==> src/rtl/pkt_fmt_pkg.sv <==
package pkt_fmt_pkg;

   localparam int BX_STAMP_W = 12;

   typedef enum logic [2:0] {
      KIND_IDLE  = 3'd0,
      KIND_DATA  = 3'd1,
      KIND_EMPTY = 3'd2,
      KIND_RAW   = 3'd3,
      KIND_SYNC  = 3'd4,
      KIND_CUT   = 3'd5,
      KIND_BIG   = 3'd6
   } xkind_e;

   typedef struct packed {
      logic nzs;
      logic sync;
      logic veto;
      logic hdr_only;
      logic buf_full;
      logic big;
   } xflags_t;

endpackage

==> src/rtl/xing_classify.sv <==
module xing_classify
   import pkt_fmt_pkg::*;
(
   input  logic    valid,
   input  xflags_t flags,
   input  logic    len_zero,
   output xkind_e  kind
);

   always_comb begin
      if (!valid)
         kind = KIND_IDLE;
      else if (flags.sync)
         kind = KIND_SYNC;
      else if (flags.hdr_only || flags.veto || flags.buf_full)
         kind = KIND_CUT;
      else if (flags.big)
         kind = KIND_BIG;
      else if (flags.nzs)
         kind = KIND_RAW;
      else if (len_zero)
         kind = KIND_EMPTY;
      else
         kind = KIND_DATA;
   end

endmodule

==> src/rtl/sync_fill.sv <==
module sync_fill #(
   parameter int          DATA_W  = 64,
   parameter int          STAMP_W = 12,
   parameter int          PAT_W   = 4,
   parameter logic [PAT_W-1:0] PAT = 4'b1110
) (
   input  logic [STAMP_W-1:0] stamp,
   output logic [DATA_W-1:0]  payload
);

   localparam int FILL_W = DATA_W - STAMP_W;
   localparam int N_REP  = FILL_W / PAT_W;

   if (FILL_W <= 0) begin : g_bad_fill
      $error("sync_fill: DATA_W must exceed STAMP_W");
   end
   if ((FILL_W % PAT_W) != 0) begin : g_bad_rep
      $error("sync_fill: fill width must be a multiple of PAT_W");
   end

   logic [FILL_W-1:0] fill;

   for (genvar i = 0; i < N_REP; i++) begin : g_rep
      assign fill[i*PAT_W +: PAT_W] = PAT;
   end

   assign payload = {stamp, fill};

endmodule

==> src/rtl/field_build.sv <==
module field_build
   import pkt_fmt_pkg::*;
#(
   parameter int ID_W     = 12,
   parameter int LEN_W    = 4,
   parameter int DATA_W   = 64,
   parameter int SYNC_LEN = 8
) (
   input  xkind_e                  kind,
   input  logic [BX_STAMP_W-1:0]   bxid,
   input  logic [LEN_W-1:0]        len,
   input  logic [DATA_W-1:0]       data,
   input  logic [DATA_W-1:0]       sync_payload,
   output logic                    dv,
   output logic                    trunc,
   output logic [ID_W-1:0]         id_f,
   output logic [LEN_W-1:0]        len_f,
   output logic [DATA_W-1:0]       pay_f
);

   localparam logic [LEN_W-1:0] LEN_ONES  = '1;
   localparam logic [LEN_W-1:0] LEN_CLAMP = LEN_ONES - 1'b1;
   localparam logic [LEN_W-1:0] LEN_SYNC  = LEN_W'(SYNC_LEN);
   localparam logic [LEN_W-1:0] LEN_BIG   = LEN_W'(1);

   logic [ID_W-1:0] id_slice;
   assign id_slice = bxid[ID_W-1:0];

   always_comb begin
      dv    = 1'b1;
      trunc = 1'b0;
      id_f  = id_slice;
      len_f = '0;
      pay_f = '0;
      unique case (kind)
         KIND_IDLE: begin
            dv   = 1'b0;
            id_f = '0;
         end
         KIND_SYNC: begin
            len_f = LEN_SYNC;
            pay_f = sync_payload;
         end
         KIND_CUT: begin
            trunc = 1'b1;
         end
         KIND_BIG: begin
            trunc = 1'b1;
            len_f = LEN_BIG;
         end
         KIND_RAW: begin
            len_f = LEN_ONES;
            pay_f = data;
         end
         KIND_EMPTY: begin
            len_f = '0;
         end
         default: begin
            len_f = (len == LEN_ONES) ? LEN_CLAMP : len;
            pay_f = data;
         end
      endcase
   end

endmodule

==> src/rtl/pkt_hdr_fmt.sv <==
module pkt_hdr_fmt
   import pkt_fmt_pkg::*;
#(
   parameter int ID_W     = 12,
   parameter int LEN_W    = 4,
   parameter int DATA_W   = 64,
   parameter int SYNC_LEN = 8,
   parameter int PAT_W    = 4,
   parameter logic [PAT_W-1:0] SYNC_PAT = 4'b1110,
   localparam int PKT_W   = 2 + ID_W + LEN_W + DATA_W
) (
   input  logic                   clk,
   input  logic                   rst_n,
   input  logic                   in_valid,
   input  logic                   in_nzs,
   input  logic                   in_sync,
   input  logic                   in_veto,
   input  logic                   in_hdr_only,
   input  logic                   in_buf_full,
   input  logic                   in_big,
   input  logic [BX_STAMP_W-1:0]  in_bxid,
   input  logic [LEN_W-1:0]       in_len,
   input  logic [DATA_W-1:0]      in_data,
   output logic [PKT_W-1:0]       out_word,
   output logic                   out_dv
);

   if (ID_W < 1 || ID_W > BX_STAMP_W) begin : g_bad_id
      $error("pkt_hdr_fmt: ID_W must lie in 1..12");
   end
   if (LEN_W < 2) begin : g_bad_len
      $error("pkt_hdr_fmt: LEN_W must be at least 2");
   end
   if (SYNC_LEN < 1 || SYNC_LEN >= (1 << LEN_W) - 1) begin : g_bad_sync
      $error("pkt_hdr_fmt: SYNC_LEN collides with a reserved length code");
   end

   xflags_t          flags;
   xkind_e           kind;
   logic [DATA_W-1:0] sync_pay;
   logic             n_dv, n_trunc;
   logic [ID_W-1:0]  n_id;
   logic [LEN_W-1:0] n_len;
   logic [DATA_W-1:0] n_pay;
   logic [PKT_W-1:0] word_q;

   assign flags = '{nzs: in_nzs, sync: in_sync, veto: in_veto,
                    hdr_only: in_hdr_only, buf_full: in_buf_full, big: in_big};

   xing_classify u_classify (
      .valid    (in_valid),
      .flags    (flags),
      .len_zero (in_len == '0),
      .kind     (kind)
   );

   sync_fill #(
      .DATA_W  (DATA_W),
      .STAMP_W (BX_STAMP_W),
      .PAT_W   (PAT_W),
      .PAT     (SYNC_PAT)
   ) u_sync_fill (
      .stamp   (in_bxid),
      .payload (sync_pay)
   );

   field_build #(
      .ID_W     (ID_W),
      .LEN_W    (LEN_W),
      .DATA_W   (DATA_W),
      .SYNC_LEN (SYNC_LEN)
   ) u_fields (
      .kind         (kind),
      .bxid         (in_bxid),
      .len          (in_len),
      .data         (in_data),
      .sync_payload (sync_pay),
      .dv           (n_dv),
      .trunc        (n_trunc),
      .id_f         (n_id),
      .len_f        (n_len),
      .pay_f        (n_pay)
   );

   always_ff @(posedge clk or negedge rst_n) begin
      if (!rst_n)
         word_q <= '0;
      else
         word_q <= {n_dv, n_trunc, n_id, n_len, n_pay};
   end

   assign out_word = word_q;
   assign out_dv   = word_q[PKT_W-1];

endmodule

==> config.mk <==
export PLATFORM = sky130hd
export DESIGN_NAME = pkt_hdr_fmt
export DESIGN_NICKNAME = d
export VERILOG_FILES = /design/src/rtl/pkt_fmt_pkg.sv /design/src/rtl/xing_classify.sv /design/src/rtl/sync_fill.sv /design/src/rtl/field_build.sv /design/src/rtl/pkt_hdr_fmt.sv
export SDC_FILE = /design/constraint.sdc
export NUM_CORES = 1
export LEC_CHECK = 0
export BUFFER_PORTS_ARGS = -buffer_cell sky130_fd_sc_hd__buf_2
export CAP_MARGIN = 20
export CORE_UTILIZATION = 25
export DETAILED_ROUTE_END_ITERATION = 6
export GPL_TIMING_DRIVEN = 0
export HOLD_SLACK_MARGIN = 0.05
export MAX_ROUTING_LAYER = met4
export PLACE_DENSITY = 0.62
export SLEW_MARGIN = 30
export SYNTH_ARGS = -nofsm -noshare
export SYNTH_HDL_FRONTEND = slang
export SYNTH_SLANG_ARGS = --single-unit
==> constraint.sdc <==
create_clock -name clk -period 0.8 [get_ports clk]
set_input_delay 0.12 -clock clk [delete_from_list [all_inputs] [get_ports clk]]
set_output_delay 0.12 -clock clk [all_outputs]
set_load 0.05 [all_outputs]
### Word level (Yosys, flattened, before mapping)

Cells that the tools add are included.

| storage, ports and cells | value |
|---|---|
| output and inout port bits | 83 |
| word-level logic and storage cells | 26 |
| flip-flop bits (word level) | 82 |
| input bits | 89 |

| cells by class | value |
|---|---|
| reduce and logical (&&, ||, !) cells | 7 |
| eq/ne operators | 6 |
| mux-type cells | 12 |

Operators with widths:

| cell | count |
|---|---|
| $pmux 64 s2 | 1 |
| $pmux 4 s4 | 1 |
| $mux 3 | 5 |
| $mux 12 | 1 |
| $eq 3x3->1 const B | 3 |
| $eq 3x2->1 const B | 2 |
| $eq 4x4->1 const B | 1 |
| $logic_not 4->1 | 1 |
| $mux 4 | 1 |
| $reduce_or 4->1 | 1 |
| $logic_not 3->1 | 1 |
| $reduce_or 3->1 | 1 |
| $logic_or 1x1->1 | 2 |
| $mux 1 | 2 |
| $mux 2 | 1 |
| $reduce_or 2->1 | 1 |

### Longest topological paths before layout

| logic depth | value |
|---|---|
| depth after elaboration | 10 |
| depth in mapped cells | 4 |
| gate-level depth less buffers | 3 |

### By module

Synthesis repeated with hierarchy kept, for this count alone.

| unflattened totals | value |
|---|---|
| cell total of the unflattened synthesis | 276 |
| area total of the unflattened synthesis | 3558.4 um^2 |

By module, submodules not included:

| module | instances | seq. area each (um^2) | area each (um^2) | cells each |
|---|---|---|---|---|
| pkt_hdr_fmt | 1 | 2052.0 | 2072.0 | 84 |
| field_build | 1 | 0.0 | 943.4 | 118 |
| sync_fill | 1 | 0.0 | 488.0 | 66 |
| xing_classify | 1 | 0.0 | 55.1 | 8 |

### Worst setup path before layout

Ideal clock, no wire load.

| path | value |
|---|---|
| kind | input -> register |
| from | in in_big |
| to | reg word_q[52], in the netlist out_word[52] |
| path slack | -708 ps |
| buffers on the path | 1 |
| data arrival time | 1444 ps |
| required time | 736 ps |
| stages on the path | 4 |
| cell sequence | or4_4 a211oi_4 buf_6 a22o_2 |

| on the way | value |
|---|---|
| longest elaborated chain between the ends | 7 |
| elaborated cells on any way between the ends | 11 |

Ends and longest elaborated chain:

| item | RTL line | text |
|---|---|---|
| from (decl) | pkt_hdr_fmt.sv:20 | `input logic in_big,` |
| $mux 3 (*) | xing_classify.sv:17 | `else if (flags.big)` |
| $mux 3 (*) | xing_classify.sv:15 | `else if (flags.hdr_only \|\| flags.veto \|\| flags.buf_full)` |
| $mux 3 (*) | xing_classify.sv:13 | `else if (flags.sync)` |
| $mux 3 (*) | xing_classify.sv:11 | `if (!valid)` |
| $eq 3x3->1, or another cell as far along | field_build.sv:35 | `unique case (kind)` |
| $reduce_or 4->1 (no source line) | n/a |  |
| $pmux 64 s2 (*) | field_build.sv:35 |  |
| named net n_pay[52] | pkt_hdr_fmt.sv:44 | `logic [DATA_W-1:0] n_pay;` |
| to (signal assigned) | pkt_hdr_fmt.sv:89 | `word_q <= {n_dv, n_trunc, n_id, n_len, n_pay};` |
| to (decl) | pkt_hdr_fmt.sv:45 | `logic [PKT_W-1:0] word_q;` |

The timed path passes the listed nets; every way through them passes the cells marked *.

### Worst setup path after layout

| path | value |
|---|---|
| from | in in_big |
| to | reg word_q[54], in the netlist out_word[54] |

Same word-level chain as after synthesis.

==> out/metrics.json <==
{
  "logic_synthesis": {
    "synth_warnings": 0,
    "ys_seq_area_share_pct": 72.3,
    "synth_fp_nets": 280,
    "avgSynthCellArea_um2": 14.9,
    "synthTopCellsByArea": "sky130_fd_sc_hd__dfrtp_1, sky130_fd_sc_hd__a21o_1, sky130_fd_sc_hd__and2_1, sky130_fd_sc_hd__a22o_2, sky130_fd_sc_hd__buf_6",
    "yosysTopAreaCellShare_pct": 72.3,
    "number_of_register_bits_inferred_by_synthesis": 82,
    "biggest_area_consumer_among_synthesized_cells": "sky130_fd_sc_hd__dfrtp_1",
    "yosysUniqueCellTypes": 19,
    "netlist_instances": 191,
    "synth_area_mm2": 0.00284
  },
  "timing": {
    "period_minus_slack_ps": 1180,
    "fin_ws_ps": -381,
    "hold_viol": 0,
    "rsz_0062_raised_after_global_routing": "true",
    "fmax_mhz": 847,
    "fin_tns_setup_ps": -37990,
    "worst_slew_pin_slew_ps": 487,
    "min_period_over_period_pct": 148,
    "maxSlewHeadroom_pct": 67.5,
    "finalSetupViolations": 151,
    "slew_viols_final": 0
  },
  "worst_setup_path": {
    "critPathLaunchType": "input pin",
    "classification_of_the_worst_setup_path": "in -> reg",
    "worstPathMaxFanout": 10,
    "worstSetupEndpointType": "flop",
    "worst-endpoint-arrival_ps": 1450,
    "timing.critical_path.required_ps": 1070
  },
  "placed_design": {
    "place.detailed.instances": 503,
    "globalplace.congestion": 0.725,
    "dpl_cell_area_mm2": 0.00392,
    "hpwl_um": 5520,
    "place_ws_ps": -1130,
    "port_buffers": 171
  },
  "floorplan": {
    "floorplan.initialDensity_pct": 25.9,
    "die_height_um": 109,
    "core_mm2": 0.0109,
    "num_io_pins": 172,
    "die_width_um": 109,
    "floorplan.rows": 38,
    "floorplan.die_area_mm2": 0.0118
  },
  "finish": {
    "final_util_pct": 52.6,
    "antennaDiodeCount": 0,
    "layout.cells.most_common": "sky130_fd_sc_hd__buf_6",
    "final-instance-count-excl-fill": 608,
    "area_delta_synth_final_pct": 103,
    "final_layout_fill_cell_count": 904,
    "layout_common_cells": "sky130_fd_sc_hd__buf_6, sky130_fd_sc_hd__buf_2, sky130_fd_sc_hd__dfrtp_1",
    "largest_register_ff_count": 82,
    "final_stage_net_count": 552,
    "fraction_of_layout_instances_using_a_drive_strength_above_1_pct": 49.1,
    "design_area_mm2": 0.00575
  },
  "route": {
    "drt_iter0_drc": 128,
    "vias": 2528,
    "number_of_iterations_in_the_first_detailed_routing_pass": 5,
    "route.antenna.remaining_nets": 0,
    "detail_route.wirelength_um": 9150,
    "drc": 0,
    "avgViaCountPerCell": 4.16,
    "post_drt_wl_per_cell_um": 15.0
  },
  "clock_tree": {
    "numCtsBuffers": 9,
    "post_cts_clock_slew_at_the_launch_and_capture_registers_of_the_worst_setup_and_hold_paths_ps": 60,
    "cts.hold.buffers_added": 78,
    "clk_path_buf_depth": 2,
    "cts_max_level": 3,
    "cts_tree": "built",
    "cts.sink_count": 82,
    "clock_tree.root_cell": "sky130_fd_sc_hd__clkbuf_16"
  },
  "power": {
    "powerDensity_mw_per_mm2": 1930,
    "vdd_ir_drop_max_mv": 1.10,
    "power_leakage_nw": 3.09
  },
  "global_route": {
    "number_of_global_route_vias_before_repair": 2877,
    "antenna_found_initial": 0,
    "groute.usage.overall_pct": 16.2,
    "grt_max_degree": 65,
    "global_route_wire_length_before_repair_um": 13800,
    "global_route.overflow_total": 0
  },
  "status": {
    "run_status": "finished, violations left",
    "failed_checks": "setup timing"
  },
  "job": {
    "drv_cap": 0
  },
  "hold_path": {
    "holdCritPathClass": "in -> reg"
  }
}
-- final timing paths --
| kind | to | startpoint | cells past startpoint |
|---|---|---|---|
| hold / removal | out_word[64] | in_veto | 3 |
| setup / recovery | out_word[54] | in_big | 6 |
| max in group asynchronous | out_word[81] | rst_n | 3 |
| min in group asynchronous | out_word[64] | rst_n | 2 |
-- repair_timing --
item                       in CTS  in global routing
hold endpoints to repair      160                  1
gates cloned                    2                  1
pin swaps                       6                  2
gates resized for setup       179                 14
buffers inserted                5                  3
setup endpoints to repair     149                215
-- cells in the mapped netlist (all sizes together) --
cell type and n:
a211oi 2, a21o 39, a22o 12, and2 26, buf 7, clkbuf 8, dfrtp 82, nand2b 1
nand3 1, nor2 7, nor2b 1, nor3 1, o21a 1, or2 1, or4 2
-- metrics by stage --
step / total power [mW] / hold slack [ps]
global route: 11.6 / 48.5
global placement: 5.87 / 323
CTS: 11.2 / 36.0
floorplan: 5.32 / -176
detailed placement: 5.92 / -27.6
finish: 11.1 / 29.2
-- cells by family (layout without fill, tap and decap cells) --
group,count (synthesis),after routing,share of synthesized area [%]
AOI/OAI and AO/OA,54,54,15.6
buffers and inverters,15,292,3.71
DFF,82,82,72.3
and+or+nand+nor,40,40,8.34
-- critical path: stages --
cell and delay, ps:
sky130_fd_sc_hd__buf_6 90, sky130_fd_sc_hd__or4_4 540, sky130_fd_sc_hd__a211oi_4 230, sky130_fd_sc_hd__buf_6 190, sky130_fd_sc_hd__buf_8 140, sky130_fd_sc_hd__a22o_2 140
-- power by group --
group / leakage (nW) / total (mW) / internal (mW) / switching (mW)
logic: 1.86 / 2.05 / 0.936 / 1.11
registers: 1.08 / 4.42 / 4.33 / 0.0891
clock network: 0.158 / 4.65 / 3.04 / 1.61
-- layer usage --
metal / vias to the layer above / wire length (um) / global-route usage [%]
li1: 1186 / - / -
met1: 1203 / 3460 / 17.2
met2: 117 / 4950 / 28.8
met3: 22 / 465 / 2.71
met4: 0 / 267 / 8.40
met5: - / 0 / -
-- final cells by class --
class                      instances  area (um2)  area share [%]
timing repair buffer             261        2330            40.5
sequential                        82        2050            35.7
multi-input combinational         94         722            12.6
clock buffer                       9         225            3.92
tap                              140         175            3.05
buffer                            15         125            2.18
clock inverter                     7         118            2.05
(Power assumes the default switching activity.)
